## src/rtl/aud_rx_pkg.sv

```systemverilog
// Package: shared format codes and word sizes for the audio serial receiver.
package aud_rx_pkg;

    localparam int SAMPLE_W = 24;

    // Frame format codes as driven on fmt_i.
    typedef enum logic [2:0] {
        FMT_TAIL16 = 3'b000,
        FMT_TAIL20 = 3'b001,
        FMT_HEAD24 = 3'b010,
        FMT_I2S24  = 3'b011,
        FMT_TAIL24 = 3'b100
    } fmt_e;

    // True for the formats whose LSB sits just before the word-clock edge.
    function automatic logic is_tail_fmt(input logic [2:0] f);
        return (f == FMT_TAIL16) || (f == FMT_TAIL20) || (f == FMT_TAIL24);
    endfunction

endpackage

```

## src/rtl/aud_rx_wclk.sv

```systemverilog
// Module: aud_rx_wclk
// Finds word-clock edges and tells which channel the current and the
// previous half-frame belong to. In I2S format it works on a copy of the
// word clock delayed by one bit clock, so that I2S decodes like the
// edge-aligned format. Assumes the word clock is steady around rising bclk.
module aud_rx_wclk (
    input  logic clk_i,
    input  logic rst_n_i,
    input  logic wclk_i,
    input  logic i2s_i,
    output logic edge_o,
    output logic cur_left_o,
    output logic prev_left_o
);

    logic wclk_d1;
    logic wclk_d2;
    logic eff_cur;
    logic eff_prev;

    // Keep two delayed copies of the word clock.
    always_ff @(posedge clk_i) begin
        if (!rst_n_i) begin
            wclk_d1 <= 1'b0;
            wclk_d2 <= 1'b0;
        end else begin
            wclk_d1 <= wclk_i;
            wclk_d2 <= wclk_d1;
        end
    end

    // Choose the effective word clock and decode the channel polarity.
    always_comb begin
        eff_cur     = i2s_i ? wclk_d1 : wclk_i;
        eff_prev    = i2s_i ? wclk_d2 : wclk_d1;
        edge_o      = eff_cur ^ eff_prev;
        cur_left_o  = i2s_i ? ~eff_cur  : eff_cur;
        prev_left_o = i2s_i ? ~eff_prev : eff_prev;
    end

endmodule

```

## src/rtl/aud_rx_capture.sv

```systemverilog
// Module: aud_rx_capture
// Shifts every data bit into a register and counts the slots since the
// last effective word-clock edge. In the right-aligned formats it presents
// the last N bits at the edge. In the other formats it presents 24 bits
// once 24 slots have been taken. The capture pulse and the word are
// combinational, and they are valid in the cycle of cap_o.
module aud_rx_capture #(
    parameter int W = aud_rx_pkg::SAMPLE_W
) (
    input  logic         clk_i,
    input  logic         rst_n_i,
    input  logic         sdata_i,
    input  logic [2:0]   fmt_i,
    input  logic         edge_i,
    input  logic         cur_left_i,
    input  logic         prev_left_i,
    output logic         cap_o,
    output logic         cap_left_o,
    output logic [W-1:0] word_o
);
    import aud_rx_pkg::*;

    localparam int CNT_W = $clog2(W) + 1;
    localparam logic [CNT_W-1:0] CNT_MAX  = {CNT_W{1'b1}};
    localparam logic [CNT_W-1:0] LAST_IDX = CNT_W'(W - 1);

    logic [W-1:0]     shreg;
    logic [CNT_W-1:0] cnt;
    logic [CNT_W-1:0] idx;
    logic             tail;

    // Shift in the data bit on each rising bit clock.
    always_ff @(posedge clk_i) begin
        if (!rst_n_i) shreg <= '0;
        else          shreg <= {shreg[W-2:0], sdata_i};
    end

    // Count the slots since the last edge; saturate so a long half never wraps.
    always_ff @(posedge clk_i) begin
        if (!rst_n_i)          cnt <= CNT_MAX;
        else if (edge_i)       cnt <= CNT_W'(1);
        else if (cnt != CNT_MAX) cnt <= cnt + 1'b1;
    end

    // Decide when a word is complete and which channel it belongs to.
    always_comb begin
        tail       = is_tail_fmt(fmt_i);
        idx        = edge_i ? '0 : cnt;
        cap_o      = tail ? edge_i : (idx == LAST_IDX);
        cap_left_o = tail ? prev_left_i : cur_left_i;
    end

    // Form the left-aligned word for the selected format.
    always_comb begin
        case (fmt_i)
            FMT_TAIL16: word_o = {shreg[15:0], {(W-16){1'b0}}};
            FMT_TAIL20: word_o = {shreg[19:0], {(W-20){1'b0}}};
            FMT_TAIL24: word_o = shreg;
            default:    word_o = {shreg[W-2:0], sdata_i};
        endcase
    end

endmodule

```

## src/rtl/aud_rx_pair.sv

```systemverilog
// Module: aud_rx_pair
// Holds the left word until its right partner arrives, then updates both
// outputs and raises the strobe for one cycle. A right word with no left
// word before it (start-up, format change) is dropped.
module aud_rx_pair #(
    parameter int W = aud_rx_pkg::SAMPLE_W
) (
    input  logic         clk_i,
    input  logic         rst_n_i,
    input  logic         cap_i,
    input  logic         cap_left_i,
    input  logic [W-1:0] word_i,
    output logic [W-1:0] left_o,
    output logic [W-1:0] right_o,
    output logic         valid_o
);

    logic [W-1:0] left_hold;
    logic         left_done;

    // Pair the left and right words and issue the strobe.
    always_ff @(posedge clk_i) begin
        if (!rst_n_i) begin
            left_hold <= '0;
            left_done <= 1'b0;
            left_o    <= '0;
            right_o   <= '0;
            valid_o   <= 1'b0;
        end else begin
            valid_o <= 1'b0;
            if (cap_i && cap_left_i) begin
                left_hold <= word_i;
                left_done <= 1'b1;
            end else if (cap_i && left_done) begin
                left_o    <= left_hold;
                right_o   <= word_i;
                valid_o   <= 1'b1;
                left_done <= 1'b0;
            end
        end
    end

endmodule

```

## src/rtl/aud_serial_rx.sv

```systemverilog
// Module: aud_serial_rx (top)
// Receiver for serial stereo audio in five frame formats. The bit clock is
// the block clock. Assumes the word clock and the data change away from
// rising bclk, and that fmt_i stays steady while a stream is received.
module aud_serial_rx #(
    parameter int W = aud_rx_pkg::SAMPLE_W
) (
    input  logic         bclk_i,
    input  logic         rst_n_i,
    input  logic         wclk_i,
    input  logic         sdata_i,
    input  logic [2:0]   fmt_i,
    output logic [W-1:0] left_o,
    output logic [W-1:0] right_o,
    output logic         valid_o
);
    import aud_rx_pkg::*;

    logic         i2s;
    logic         wc_edge;
    logic         cur_left;
    logic         prev_left;
    logic         cap;
    logic         cap_left;
    logic [W-1:0] word;

    // Flag the format that needs the one-slot word-clock delay.
    always_comb i2s = (fmt_i == FMT_I2S24);

    aud_rx_wclk i_wclk (
        .clk_i       (bclk_i),
        .rst_n_i     (rst_n_i),
        .wclk_i      (wclk_i),
        .i2s_i       (i2s),
        .edge_o      (wc_edge),
        .cur_left_o  (cur_left),
        .prev_left_o (prev_left)
    );

    aud_rx_capture #(.W(W)) i_capture (
        .clk_i       (bclk_i),
        .rst_n_i     (rst_n_i),
        .sdata_i     (sdata_i),
        .fmt_i       (fmt_i),
        .edge_i      (wc_edge),
        .cur_left_i  (cur_left),
        .prev_left_i (prev_left),
        .cap_o       (cap),
        .cap_left_o  (cap_left),
        .word_o      (word)
    );

    aud_rx_pair #(.W(W)) i_pair (
        .clk_i      (bclk_i),
        .rst_n_i    (rst_n_i),
        .cap_i      (cap),
        .cap_left_i (cap_left),
        .word_i     (word),
        .left_o     (left_o),
        .right_o    (right_o),
        .valid_o    (valid_o)
    );

endmodule

```

## config.mk

```make
export PLATFORM = sky130hd
export DESIGN_NAME = aud_serial_rx
export DESIGN_NICKNAME = d
export VERILOG_FILES = /design/src/rtl/aud_rx_pkg.sv /design/src/rtl/aud_rx_wclk.sv /design/src/rtl/aud_rx_capture.sv /design/src/rtl/aud_rx_pair.sv /design/src/rtl/aud_serial_rx.sv
export SDC_FILE = /design/constraint.sdc
export NUM_CORES = 1
export LEC_CHECK = 0
export BUFFER_PORTS_ARGS = -buffer_cell sky130_fd_sc_hd__buf_2
export CAP_MARGIN = 20
export CORE_MARGIN = 1
export CORE_UTILIZATION = 50
export CTS_CLUSTER_DIAMETER = 80
export DETAILED_ROUTE_END_ITERATION = 8
export PLACE_DENSITY = 0.68
export SLEW_MARGIN = 20
export SYNTH_ARGS = -nofsm -noshare
export SYNTH_HDL_FRONTEND = slang
export SYNTH_SLANG_ARGS = --single-unit
```

## constraint.sdc

```tcl
create_clock -name bclk_i -period 2.93 [get_ports bclk_i]
set_input_delay 0.586 -clock bclk_i [delete_from_list [all_inputs] [get_ports bclk_i]]
set_output_delay 0.586 -clock bclk_i [all_outputs]
set_load 0.05 [all_outputs]
```

### Word level (Yosys, flattened, before mapping)

Index checks and enable logic that the tools add are counted.

| storage, ports and cells | value |
|---|---|
| output and inout port bits | 49 |
| logic and storage cells | 44 |
| register bits after elaboration | 106 |

| operators by class | value |
|---|---|
| equal/unequal tests | 5 |
| bitwise operators | 5 |
| mux-type cells | 13 |
| $add $sub $neg | 1 |
| reductions and logical operators | 10 |

Operators with widths:

| cell | number |
|---|---|
| $pmux W24 S3 | 1 |
| $mux W6 | 3 |
| $mux W1 | 9 |
| $add A6 B1 Y6 const B | 1 |
| $eq A6 B5 Y1 const B | 1 |
| $ne A6 B6 Y1 const B | 1 |
| $not A1 Y1 | 4 |
| $reduce_bool A2 Y1 | 2 |
| $reduce_or A2 Y1 | 2 |
| $eq A3 B1 Y1 const B | 1 |
| $eq A3 B2 Y1 const B | 1 |
| $eq A3 B3 Y1 const B | 1 |
| $logic_not A3 Y1 | 1 |
| $logic_and A1 B1 Y1 | 2 |
| $logic_or A1 B1 Y1 | 2 |
| $reduce_and A2 Y1 | 1 |
| $xor A1 B1 Y1 | 1 |

### Depth between registers and ports, before layout

Gate-level depths: netlist (run 1).

| depth | value |
|---|---|
| depth in word-level cells | 9 |
| depth in mapped cells | 8 |
| mapped depth without buffers | 5 |

### Modules after synthesis

From an unflattened synthesis (run 1), not the netlist that was laid out.

| unflattened totals | value |
|---|---|
| cells, all modules | 530 |
| area total of the unflattened synthesis | 4828.4 sq um |

By module, submodules not included:

| module | cells each | times used | area each (sq um) |
|---|---|---|---|
| aud_rx_pair | 324 | 1 | 3015.4 |
| aud_rx_capture | 195 | 1 | 1710.4 |
| aud_rx_wclk | 10 | 1 | 93.8 |
| aud_serial_rx | 1 | 1 | 8.8 |

### Worst setup path before layout (run 1)

No wires, ideal clock.

| timing | value |
|---|---|
| path type | input -> register |
| start | input port fmt_i[0] |
| end | register i_pair.right_o[14] |
| library setup time | 0.072 ns |
| required time | 2.858 ns |
| data arrival time | 2.005 ns |
| buffers on the path | 3 |
| stages on the path | 8 |
| setup slack | 0.854 ns |
| path through | buf_2 > and3b_1 > a21boi_2 > o21a_1 > o221ai_2 > buf_6 > buf_6 > mux2i_1 |

| on the way | value |
|---|---|
| word-level cells in the longest chain between the ends | 9 |
| elaborated cells between the ends (all ways) | 22 |
| those cells by class | 4 x eq/ne; 8 x mux; 4 x bitwise; 6 x reduce/logical |

RTL lines:

| item | RTL line | RTL |
|---|---|---|
| start, declared | aud_serial_rx.sv:12 | `input logic [2:0] fmt_i,` |
| $eq A3 B2 Y1 | aud_serial_rx.sv:28 | `always_comb i2s = (fmt_i == FMT_I2S24);` |
| $mux W1 (on tied branches) | aud_rx_wclk.sv:34, aud_rx_wclk.sv:35 |  |
| $xor A1 B1 Y1 | aud_rx_wclk.sv:36 | `edge_o = eff_cur ^ eff_prev;` |
| $mux W6 | aud_rx_capture.sv:48 | `idx = edge_i ? '0 : cnt;` |
| $eq A6 B5 Y1 | aud_rx_capture.sv:49 | `cap_o = tail ? edge_i : (idx == LAST_IDX);` |
| $mux W1 | aud_rx_capture.sv:49 |  |
| $logic_and A1 B1 Y1 | aud_rx_pair.sv:31 | `if (cap_i && cap_left_i) begin` |
| $not A1 Y1 (no line) | -- |  |
| $reduce_and A2 Y1 (no line) | -- |  |
| end signal, assigned | aud_rx_pair.sv:36 | `right_o <= word_i;` |
| end, declared | aud_rx_pair.sv:14 | `output logic [W-1:0] right_o,` |

Several ways; a longest one is shown, not always the timed one.
A chain may end at the register's enable or synchronous reset.

### Worst setup path after layout (run 1)

| timing | value |
|---|---|
| start | input port fmt_i[1] |
| end | register i_pair.right_o[15] |

Same word-level chain as after synthesis.

==> metrics.md, run 1 <==
| Metric | Value |
|---|---|
| Outcome | `finished clean` |
| CP endpoint kind | `register` |
| Internal power | `1.87 mW` |
| Final setup margin | `0.718 ns` |
| Number of hold violations in the final report | `0` |
| Syn_nets | `494` |
| Top delay family on crit path | `buffers and inverters` |
| Worst-Margin Slew | `0.850 ns` |
| First DRT Iteration DRCs | `286` |
| Fin crit period | `2.21 ns` |
| Number of setup violations in the final report | `0` |
| Switching Share | `26.9%` |
| Pre-antenna DRT Iters | `4` |
| Mapped cell area | `4550 µm²` |
| Clock Power Share | `34.4%` |
| Post-synth top area cell | `dfxtp_1` |
| Routability-driven placement congestion ratio | `0.806` |
| Vias in the first global route | `3154` |
| H-tree depth | `3` |
| CORE AREA | `8760 µm²` |
| Final period util | `75.5%` |
| Total gr overflow | `0` |
| Reg power frac | `57.7%` |
| Die Span Y | `97.4 µm` |
| Starting Density | `52.0%` |
| Max cap viols | `0` |
| Via count | `3491` |
| Most common flop cell mapped by yosys | `dfxtp_1` |
| ANT cells | `0` |
| CP Buf/Inv Count | `3` |
| Hpwl dp | `6.17 mm` |
| Post-DR wirelength/cell | `14.5 µm` |
| Proportion of layout cells with a drive suffix above 1 | `16.3%` |
| Clock Root Buffer | `clkbuf_8` |
| Final ANT Viol Nets | `0` |
| Crit-path max cell delay | `0.63 ns` |
| Post-synth cell types | `39` |
| Top-level port count | `56` |
| CP most frequent cell | `buf_4` |
| P&R area growth vs syn | `11.6%` |
| Post-Layout Inst Area | `5080 µm²` |
| Setup TNS | `0 ns` |
| Gate power share | `7.9%` |
| Most frequent cells in the layout | `115 x nand2_1, 106 x dfxtp_1, 91 x mux2i_1` |
| Multi-input gate area | `2250 µm²` |
| Share of the synthesized area in the top cell type | `46.6%` |
| Cells after Synth | `486` |
| Register bit total from synthesis | `106` |
| DRC errors left | `0` |
| Ys Warns | `0` |
| GR Util All Layers | `20.1%` |
| CTS Buffer Depth | `2` |
| Post-synth EDFFs | `0` |
| I/O Buffers | `55` |
| Psw | `0.690 mW` |
| Fillers | `792` |
| Most common cell after layout, fill and taps aside | `nand2_1` |
| Pwr Density | `504 nW/µm²` |
| Slowest cell on the critical path | `buf_4` |
| DP Worst Slack | `0.355 ns` |
| Nets | `532` |
| Clk slew on worst S/H paths | `0.12 ns` |
| Slew headroom | `43.3%` |
| Max Fclk | `452 MHz` |
| FP Rows | `34` |
| Worst Hold Class | `register to register` |
| Chip width | `97.4 µm` |
| Synth async-reset ratio | `0%` |
| Resize count post-CTS | `0` |
| Sequential share of the synthesized area | `46.6%` |
| Worst skew pair latency | `0.38 ns` |
| Setup CP Type | `input port to register` |
| Cts bufs inserted | `9` |
| Cts hold-fix bufs | `0` |
| Main area contributors after synthesis | `dfxtp_1 47%, mux2i_1 20%, nand2_1 9.5%, and2_1 3.6%, a22oi_1 3.5%` |
| Post-CTS setup buffer count | `0` |
| Vias per inst | `5.48` |
| Worst endpoint required time | `3.24 ns` |
| First-pass GRT wire length | `15.5 mm` |
| Die ar. | `9490 µm²` |
| Worst path cell trace | `buf_2 -> buf_4 -> or2_1 -> a21oi_1 -> o221ai_4 -> buf_4 -> mux2i_1` |
| Reg area | `2120 µm²` |
| Placed Area | `4880 µm²` |
| Initial antenna violation count | `0` |
| Worst Clk Skew | `0.0177 ns` |
| Worst Path Max Fanout | `49` |
| Element type at the critical path start | `input port` |
| RSZ-0062 raised after global routing | `false` |
| Worst Path Arrival | `2.52 ns` |
| Final Max Slew Viols | `0` |
| Lkg Pwr | `2.42 nW` |
| Total wire length | `9.25 mm` |
| CTS tree | `built` |
| Peak supply drop | `298 µV` |
| Largest net degree at the start of global routing | `63` |
| Syn avg cell area | `9.37 µm²` |
| Num Clock Sinks | `106` |
## cells in the mapped netlist, drive strengths merged (3+ instances only)
cell and n:
nor3b 3, o21ai 22, or2 4, nand2b 5
clkbuf 25, o221ai 14, a21oi 6, buf 13
and2 26, nor2 8, nand2 115, a22oi 21
mux2i 91, dfxtp 106, a32oi 4, and3 3
## sequential cells by signal (all words and copies together) (netlist names)
signal	flops
i_wclk.wclk_d1	1
i_pair.right_o	24
i_pair.valid_o	1
i_capture.cnt	6
i_wclk.wclk_d2	1
i_pair.left_hold	24
i_pair.left_o	24
i_pair.left_done	1
i_capture.shreg	24
## tightest hold or removal path, cell delays in order (launching register included)
cell and delay (ns):
dfxtp_1 0.32, nand2_1 0.05, mux2i_1 0.05
## cells by family after synthesis
logic type,Yosys count,share of synthesized area (%)
muxes,92,20.3
DFF,106,46.6
and+or+nand+nor,173,17.2
adders and majority gates,1,0.275
AOI/OAI and AO/OA,72,11.1
xor gates and xnor gates,2,0.385
buffers and inverters,40,4.15
## final timing paths
| kind | startpoint | depth (start not counted) | to | slack (ns) |
|---|---|---|---|---|
| setup / recovery | fmt_i[1] | 7 | i_pair.right_o[15] | 0.72 |
| hold / removal | i_pair.left_o[3] | 2 | i_pair.left_o[3] | 0.46 |
| setup reg to reg | i_wclk.wclk_d1 | 6 | i_pair.right_o[15] | 0.78 |
| hold reg to reg | i_pair.left_o[3] | 2 | i_pair.left_o[3] | 0.46 |
## metal layers
metal | up-vias | GRT usage [%] | part of all wire [%]
li1 | 1761 | - | -
met1 | 1639 | 28.7 | 50
met2 | 83 | 30.8 | 44
met3 | 8 | 3.81 | 4.4
met4 | 0 | 5.77 | 1.1
met5 | - | 0 | 0
## power by group through the flow
stage / Combinational, mW / Clock (mW) / Sequential [mW]
final: 0.203 / 0.880 / 1.48
after global routing: 0.223 / 0.960 / 1.48
after CTS: 0.204 / 0.896 / 1.48
after detailed placement: 0.203 / 0 / 1.51
after global placement: 0.200 / 0 / 1.51
after floorplan: 0.161 / 0 / 1.51
## final cells by class
class | instances | area share (%)
Timing Repair Buffer | 65 | 7.19
Inverter | 2 | 0.148
Clock inverter | 7 | 1.43
Sequential cell | 106 | 41.8
Clock buffer | 9 | 2.44
Tap cell | 108 | 2.66
Multi-Input combinational cell | 340 | 44.4
## stage by stage
step / instances / hold WS [ns] / util [%] / power [mW]
detailed placement: 621 / 0.449 / 55.7 / 1.71
global placement: 621 / 0.443 / 55.7 / 1.71
global route: 637 / 0.477 / 58.0 / 2.67
CTS: 637 / 0.459 / 58.0 / 2.58
finish: 637 / 0.459 / 58.0 / 2.56
floorplan: 486 / 0.443 / - / 1.67
Power figures use the tool's default switching activity.
==> inputs of run 2 (changes only) <==
--- a/config.mk
+++ b/config.mk
@@ -5,6 +5,7 @@
 export SDC_FILE = /design/constraint.sdc
 export NUM_CORES = 1
 export LEC_CHECK = 0
+export ABC_AREA = 1
 export BUFFER_PORTS_ARGS = -buffer_cell sky130_fd_sc_hd__buf_2
 export CAP_MARGIN = 20
 export CORE_MARGIN = 1
==> constraint.sdc (replaced) <==
create_clock -name bclk_i -period 2.2 [get_ports bclk_i]
set_input_delay 0.44 -clock bclk_i [delete_from_list [all_inputs] [get_ports bclk_i]]
set_output_delay 0.44 -clock bclk_i [all_outputs]
set_load 0.05 [all_outputs]
==> metrics.md, run 2 <==
| Metric | Value |
|---|---|
| Mapped cell area | `4860 µm² (+6.8%)` |
| Synth async-reset ratio | `0% (unchanged)` |
| Post-synth top area cell | `dfxtp_1` |
| Lkg Pwr | `2.73 nW (+13%)` |
| Worst Hold Path Cells | `3 (+1)` |
| Fin crit period | `1.81 ns` |
| Clock Root Buffer | `clkbuf_8` |
| Final core occ | `58.0% (about the same)` |
| Syn_nets | `745 (+51%)` |
| First-pass GRT wire length | `18.3 mm (+18%)` |
| Most common flop cell mapped by yosys | `dfxtp_1` |
| Outcome | `finished clean` |
| Element type at the critical path start | `register` |
| Most common cell after layout, fill and taps aside | `nand2_1` |
| Worst skew pair latency | `0.37 ns (about the same)` |
| Slew headroom | `34.1% (-9.3 points)` |
| Post-CTS setup buffer count | `0 (unchanged)` |
| Worst-case reg-to-reg path depth | `10 (+4)` |
| CORE AREA | `9330 µm² (+6.4%)` |
| Largest net degree at the start of global routing | `62 (-1.6%)` |
| Cts hold-fix bufs | `0 (unchanged)` |
| First DRT Iteration DRCs | `269 (-5.9%)` |
| Top-level port count | `56 (unchanged)` |
| Worst Path Max Fanout | `25 (-49%)` |
| Sequential share of the synthesized area | `43.6% (-3.0 points)` |
| Worst endpoint required time | `2.51 ns (-0.73 ns)` |
| Number of setup violations in the final report | `0 (unchanged)` |
| Pre-antenna DRT Iters | `5 (+1)` |
| Final period util | `82.4%` |
| Max cap viols | `0 (unchanged)` |
| Setup CP Type | `register to register` |
| CTS Buffer Depth | `2 (unchanged)` |
| P&R area growth vs syn | `11.3%` |
| Clk slew on worst S/H paths | `0.10 ns (-0.02 ns)` |
| Cells after Synth | `737 (+52%)` |
| H-tree depth | `3 (unchanged)` |
| Register bit total from synthesis | `106 (unchanged)` |
| FP Rows | `35 (+2.9%)` |
| Die ar. | `10100 µm² (+6.7%)` |
| ANT cells | `0 (unchanged)` |
| Most frequent cells in the layout | `206 x nand2_1, 106 x dfxtp_1, 99 x inv_1` |
| Final ANT Viol Nets | `0 (unchanged)` |
| Setup slack, reg-to-reg | `0.39 ns (-0.39 ns)` |
| Starting Density | `52.1% (+0.18 points)` |
| Worst-Margin Slew | `0.985 ns (+0.135 ns)` |
| Post-Layout Inst Area | `5410 µm² (+6.5%)` |
| Number of hold violations in the final report | `0 (unchanged)` |
| Num Clock Sinks | `106 (unchanged)` |
| I/O Buffers | `55 (unchanged)` |
| Resize count post-CTS | `0 (unchanged)` |
| Peak supply drop | `399 µV (+34%)` |
| Max Fclk | `552 MHz` |
| Hpwl dp | `7.51 mm (+22%)` |
| DRC errors left | `0 (unchanged)` |
| Pwr Density | `693 nW/µm² (+37%)` |
| Ys Warns | `0 (unchanged)` |
| GR Util All Layers | `22.6% (+2.6 points)` |
| Total gr overflow | `0 (unchanged)` |
| Vias per inst | `4.93 (-10%)` |
| Fillers | `956 (+21%)` |
| Worst Clk Skew | `0.00905 ns (-0.00864 ns)` |
| Vias in the first global route | `3963 (+26%)` |
| Total wire length | `10.7 mm (+16%)` |
| Dpl cells | `889 (+43%)` |
| Main area contributors after synthesis | `dfxtp_1 44%, nand2_1 16%, nand3_1 9.8%, inv_1 7.6%, nor2_1 7.2%` |
| Post-synth cell types | `25 (-36%)` |
| WHS | `0.285 ns (-0.174 ns)` |
| Chip width | `101 µm (+3.3%)` |
| Placed Area | `5210 µm² (+6.7%)` |
| Setup TNS | `0 ns (unchanged)` |
| Post-synth EDFFs | `0 (unchanged)` |
| Worst Path Arrival | `2.12 ns (-0.40 ns)` |
| Most frequent cell after synthesis | `nand2_1` |
| Non-filler cells, final | `905 (+42%)` |
| Commonest cells post-synth | `206 x nand2_1, 106 x dfxtp_1, 99 x inv_1, 95 x nand3_1, 93 x nor2_1` |
| CP endpoint kind | `register` |
| Cts bufs inserted | `9 (unchanged)` |
| Final Max Slew Viols | `0 (unchanged)` |
| Nets | `779 (+46%)` |
| Syn avg cell area | `6.60 µm² (-30%)` |
| Initial antenna violation count | `0 (unchanged)` |
| Proportion of layout cells with a drive suffix above 1 | `11.5% (-4.8 points)` |
| Via count | `4458 (+28%)` |
| Share of the synthesized area in the top cell type | `43.6% (-3.0 points)` |
| Post-DR wirelength/cell | `11.8 µm (-18%)` |
| Worst Hold Class | `input port to register` |
| RSZ-0062 raised after global routing | `false` |
| CTS tree | `built` |
| Routability-driven placement congestion ratio | `0.841 (+4.4%)` |
| Die Span Y | `101 µm (+3.3%)` |
-- run 2: kinds of logic after synthesis --
logic type               count (synthesis)  share of synthesized area [%]
AO/OA/AOI/OAI                           80                           8.54
XOR/XNOR                                 1                          0.180
adder cells (fa/ha/maj)                  1                          0.257
buffers and inverters                  143                           12.6
flip-flops                             106                           43.6
AND/OR/NAND/NOR                        406                           34.8
-- run 2: worst paths after layout --
path / start / to
setup / recovery: i_capture.cnt[2] / i_pair.left_hold[21]
hold / removal: wclk_i / i_wclk.wclk_d1
setup reg to reg: i_capture.cnt[2] / i_pair.left_hold[21]
hold reg to reg: i_capture.shreg[21] / i_capture.shreg[22]
-- run 2: stage by stage --
step / total power, mW / worst slack (ns)
final: 3.75 / 0.388
after global routing: 3.93 / 0.122
after CTS: 3.78 / 0.374
after detailed placement: 2.56 / 0.0473
after global placement: 2.55 / 0.0336
after floorplan: 2.46 / 0.496
-- run 2: power breakdown --
| group | total [mW] | internal, mW | switching [mW] |
|---|---|---|---|
| Sequential | 2.01 | 1.98 | 0.0286 |
| Clock | 1.23 | 0.543 | 0.686 |
| Combinational | 0.514 | 0.154 | 0.360 |
| Total | 3.75 | 2.67 | 1.07 |
-- run 2: worst max-delay path: stages (launching register included) --
cell and delay [ns]:
dfxtp_1 0.38, nand2_1 0.08, nor2_1 0.22, nand2_1 0.08, nor2_1 0.09, nand3_1 0.15, nand2_4 0.15, nand2_2 0.28
nand2_1 0.14, inv_1 0.06, nor2_1 0.10
-- run 2: cell type report --
type	count	area (µm²)	share of cell area, %
multi-input cells	488	2130	39.4
flip-flops and latches	106	2120	39.2
repair buffers	66	420	7.77
inverters	100	375	6.94
well taps	129	161	2.98
clock buffers	10	128	2.36
clock inverters	6	75.1	1.39
-- run 2: layer usage --
metal	part of all wire [%]	vias up	global-route usage, %
li1	-	2345	-
met1	48	1973	30.4
met2	45	120	36.0
met3	5.1	20	4.44
met4	2.1	0	8.36
met5	0	-	0
==> inputs of run 3 (changes only) <==
==> constraint.sdc (replaced) <==
create_clock -name bclk_i -period 1.83 [get_ports bclk_i]
set_input_delay 0.366 -clock bclk_i [delete_from_list [all_inputs] [get_ports bclk_i]]
set_output_delay 0.366 -clock bclk_i [all_outputs]
set_load 0.05 [all_outputs]
==> metrics.md, run 3 (synthesis gave the netlist of run 2 again) <==
| Metric | Value |
|---|---|
| CORE AREA | `9330 µm² (unchanged)` |
| CTS Buffer Depth | `2 (unchanged)` |
| Crit-path max cell delay | `0.44 ns (+0.06 ns)` |
| Most frequent cells in the layout | `206 x nand2_1, 105 x dfxtp_1, 99 x inv_1` |
| Chip width | `101 µm (unchanged)` |
| Cts hold-fix bufs | `0 (unchanged)` |
| Worst Path Arrival | `1.94 ns (-0.18 ns)` |
| Hold Path Sink | `i_wclk.wclk_d1` |
| Pwr Density | `796 nW/µm² (+15%)` |
| Number of setup violations in the final report | `0 (unchanged)` |
| Non-filler cells, final | `918 (+1.4%)` |
| Worst skew pair latency | `0.38 ns (about the same)` |
| RSZ-0062 raised after global routing | `false` |
| Post-CTS setup buffer count | `0 (unchanged)` |
| Clk slew on worst S/H paths | `0.10 ns (about the same)` |
| Slew headroom | `64.2% (+30 points)` |
| Clock Root Buffer | `clkbuf_8` |
| Setup slack, reg-to-reg | `0.17 ns (-0.22 ns)` |
| Peak supply drop | `438 µV (+10%)` |
| First-pass GRT wire length | `18.3 mm (about the same)` |
| Cts bufs inserted | `9 (unchanged)` |
| Outcome | `finished clean` |
| GR Util All Layers | `22.7% (+0.11 points)` |
| Resize count post-CTS | `0 (unchanged)` |
| Post-DR wirelength/cell | `12.0 µm (+1.0%)` |
| Hpwl dp | `7.79 mm (+3.7%)` |
| Worst Clk Skew | `0.00993 ns (+0.000876 ns)` |
| Worst-case reg-to-reg path depth | `8 (-2)` |
| Routability-driven placement congestion ratio | `0.881 (+4.7%)` |
| Lkg Pwr | `2.79 nW (+2.3%)` |
| CP most frequent cell | `nand3_1` |
| FP Rows | `35 (unchanged)` |
| Worst Hold Class | `input port to register` |
| Largest net degree at the start of global routing | `71 (+15%)` |
| Final Max Slew Viols | `0 (unchanged)` |
| Worst Hold Path Cells | `3 (unchanged)` |
| Initial antenna violation count | `0 (unchanged)` |
| Proportion of layout cells with a drive suffix above 1 | `13.2% (+1.7 points)` |
| Setup TNS | `0 ns (unchanged)` |
| Final ANT Viol Nets | `0 (unchanged)` |
| Die ar. | `10100 µm² (unchanged)` |
| DRC errors left | `0 (unchanged)` |
| Worst endpoint required time | `2.11 ns (-0.40 ns)` |
| Vias per inst | `4.90 (-0.62%)` |
| Pre-antenna DRT Iters | `5 (unchanged)` |
| P&R area growth vs syn | `13.6%` |
| Vias in the first global route | `4011 (+1.2%)` |
| First DRT Iteration DRCs | `191 (-29%)` |
| Max Fclk | `602 MHz (+9.1%)` |
| Via count | `4494 (+0.81%)` |
| I/O Buffers | `55 (unchanged)` |
| Most common cell after layout, fill and taps aside | `nand2_1` |
| Element type at the critical path start | `register` |
| Total wire length | `11.0 mm (+2.5%)` |
| Dpl cells | `902 (+1.5%)` |
| Hold Startpoint | `wclk_i` |
| Die Span Y | `101 µm (unchanged)` |
| Fin crit period | `1.66 ns (-0.150 ns)` |
| Final period util | `90.8% (+8.4 points)` |
| Slowest cell on the critical path | `dfxtp_1` |
| CTS tree | `built` |
| Number of hold violations in the final report | `0 (unchanged)` |
| RR Endpoint | `i_pair.left_o[15]` |
| Fillers | `922 (-3.6%)` |
| Max cap viols | `0 (unchanged)` |
| Top-level port count | `56 (unchanged)` |
| CP endpoint kind | `register` |
| Setup CP Type | `register to register` |
| DP Worst Slack | `-0.0548 ns (-0.102 ns)` |
| Worst r2r src | `i_wclk.wclk_d1` |
| Starting Density | `52.1% (unchanged)` |
| Worst-Margin Slew | `0.537 ns (-0.449 ns)` |
| ANT cells | `0 (unchanged)` |
| Num Clock Sinks | `106 (unchanged)` |
| Final setup margin | `0.169 ns (-0.220 ns)` |
| Worst path cell trace | `nand4_1 -> nand3_1 -> nand2_2 -> nor2_4 -> buf_12 -> nand3_1 -> nand2_1 -> nor2_1` |
| Total gr overflow | `0 (unchanged)` |
| H-tree depth | `3 (unchanged)` |
| Worst Path Max Fanout | `70 (+180%)` |
| Nets | `792 (+1.7%)` |
## run 3: report_power, final
group          leakage (nW)  internal, mW  switching, mW
sequential            0.859          2.38         0.0347
clock                0.0871         0.504          0.828
combinational          1.84         0.213          0.437
total                  2.79          3.09           1.30
## run 3: worst max-delay path, delay by kind of cell (launching register included)
| kind | cells | cell delay (ns) |
|---|---|---|
| simple gates | 7 | 0.81 |
| flops | 1 | 0.44 |
| buf+inv | 1 | 0.28 |
## run 3: worst max-delay path by stage
stage / start / slack (ns) / end
floorplan: fmt_i[2] / 0.20 / i_pair.right_o[21]
global placement: fmt_i[2] / -0.05 / i_pair.right_o[2]
detailed placement: fmt_i[2] / -0.05 / i_pair.right_o[2]
CTS: i_wclk.wclk_d1 / 0.18 / i_pair.right_o[2]
global route: i_wclk.wclk_d1 / 0.004 / i_pair.right_o[18]
finish: i_wclk.wclk_d1 / 0.17 / i_pair.left_o[15]
## run 3: routing by layer
| layer | vias up | share of wire [%] | GRT usage [%] | routed length [µm] |
|---|---|---|---|---|
| met5 | - | 0 | 0 | 0 |
| met4 | 0 | 2.1 | 8.47 | 226 |
| met1 | 1972 | 47 | 31.3 | 5220 |
| met3 | 18 | 5.6 | 4.23 | 614 |
| met2 | 133 | 45 | 35.4 | 4930 |
| li1 | 2371 | - | - | - |
## run 3: metrics by stage
stage | total power, mW | hold slack (ns) | cell area [µm²] | util (%)
6_report | 4.39 | 0.197 | 5520 | 59.2
2_1_floorplan | 2.96 | 0.421 | 4860 | -
3_5_place_dp | 3.11 | 0.443 | 5340 | 57.3
3_3_place_gp | 3.10 | 0.442 | 5340 | 57.3
4_1_cts | 4.43 | 0.188 | 5520 | 59.2
5_1_grt | 4.61 | 0.194 | 5520 | 59.2
## run 3: cell type report
type / instances / area [µm²] / share of cell area (%)
flip-flops and latches: 106 / 2120 / 38.4
inverters: 100 / 375 / 6.80
clock buffers: 9 / 124 / 2.24
well taps: 129 / 161 / 2.92
repair buffers: 79 / 556 / 10.1
multi-input cells: 488 / 2130 / 38.6
clock inverters: 7 / 53.8 / 0.974
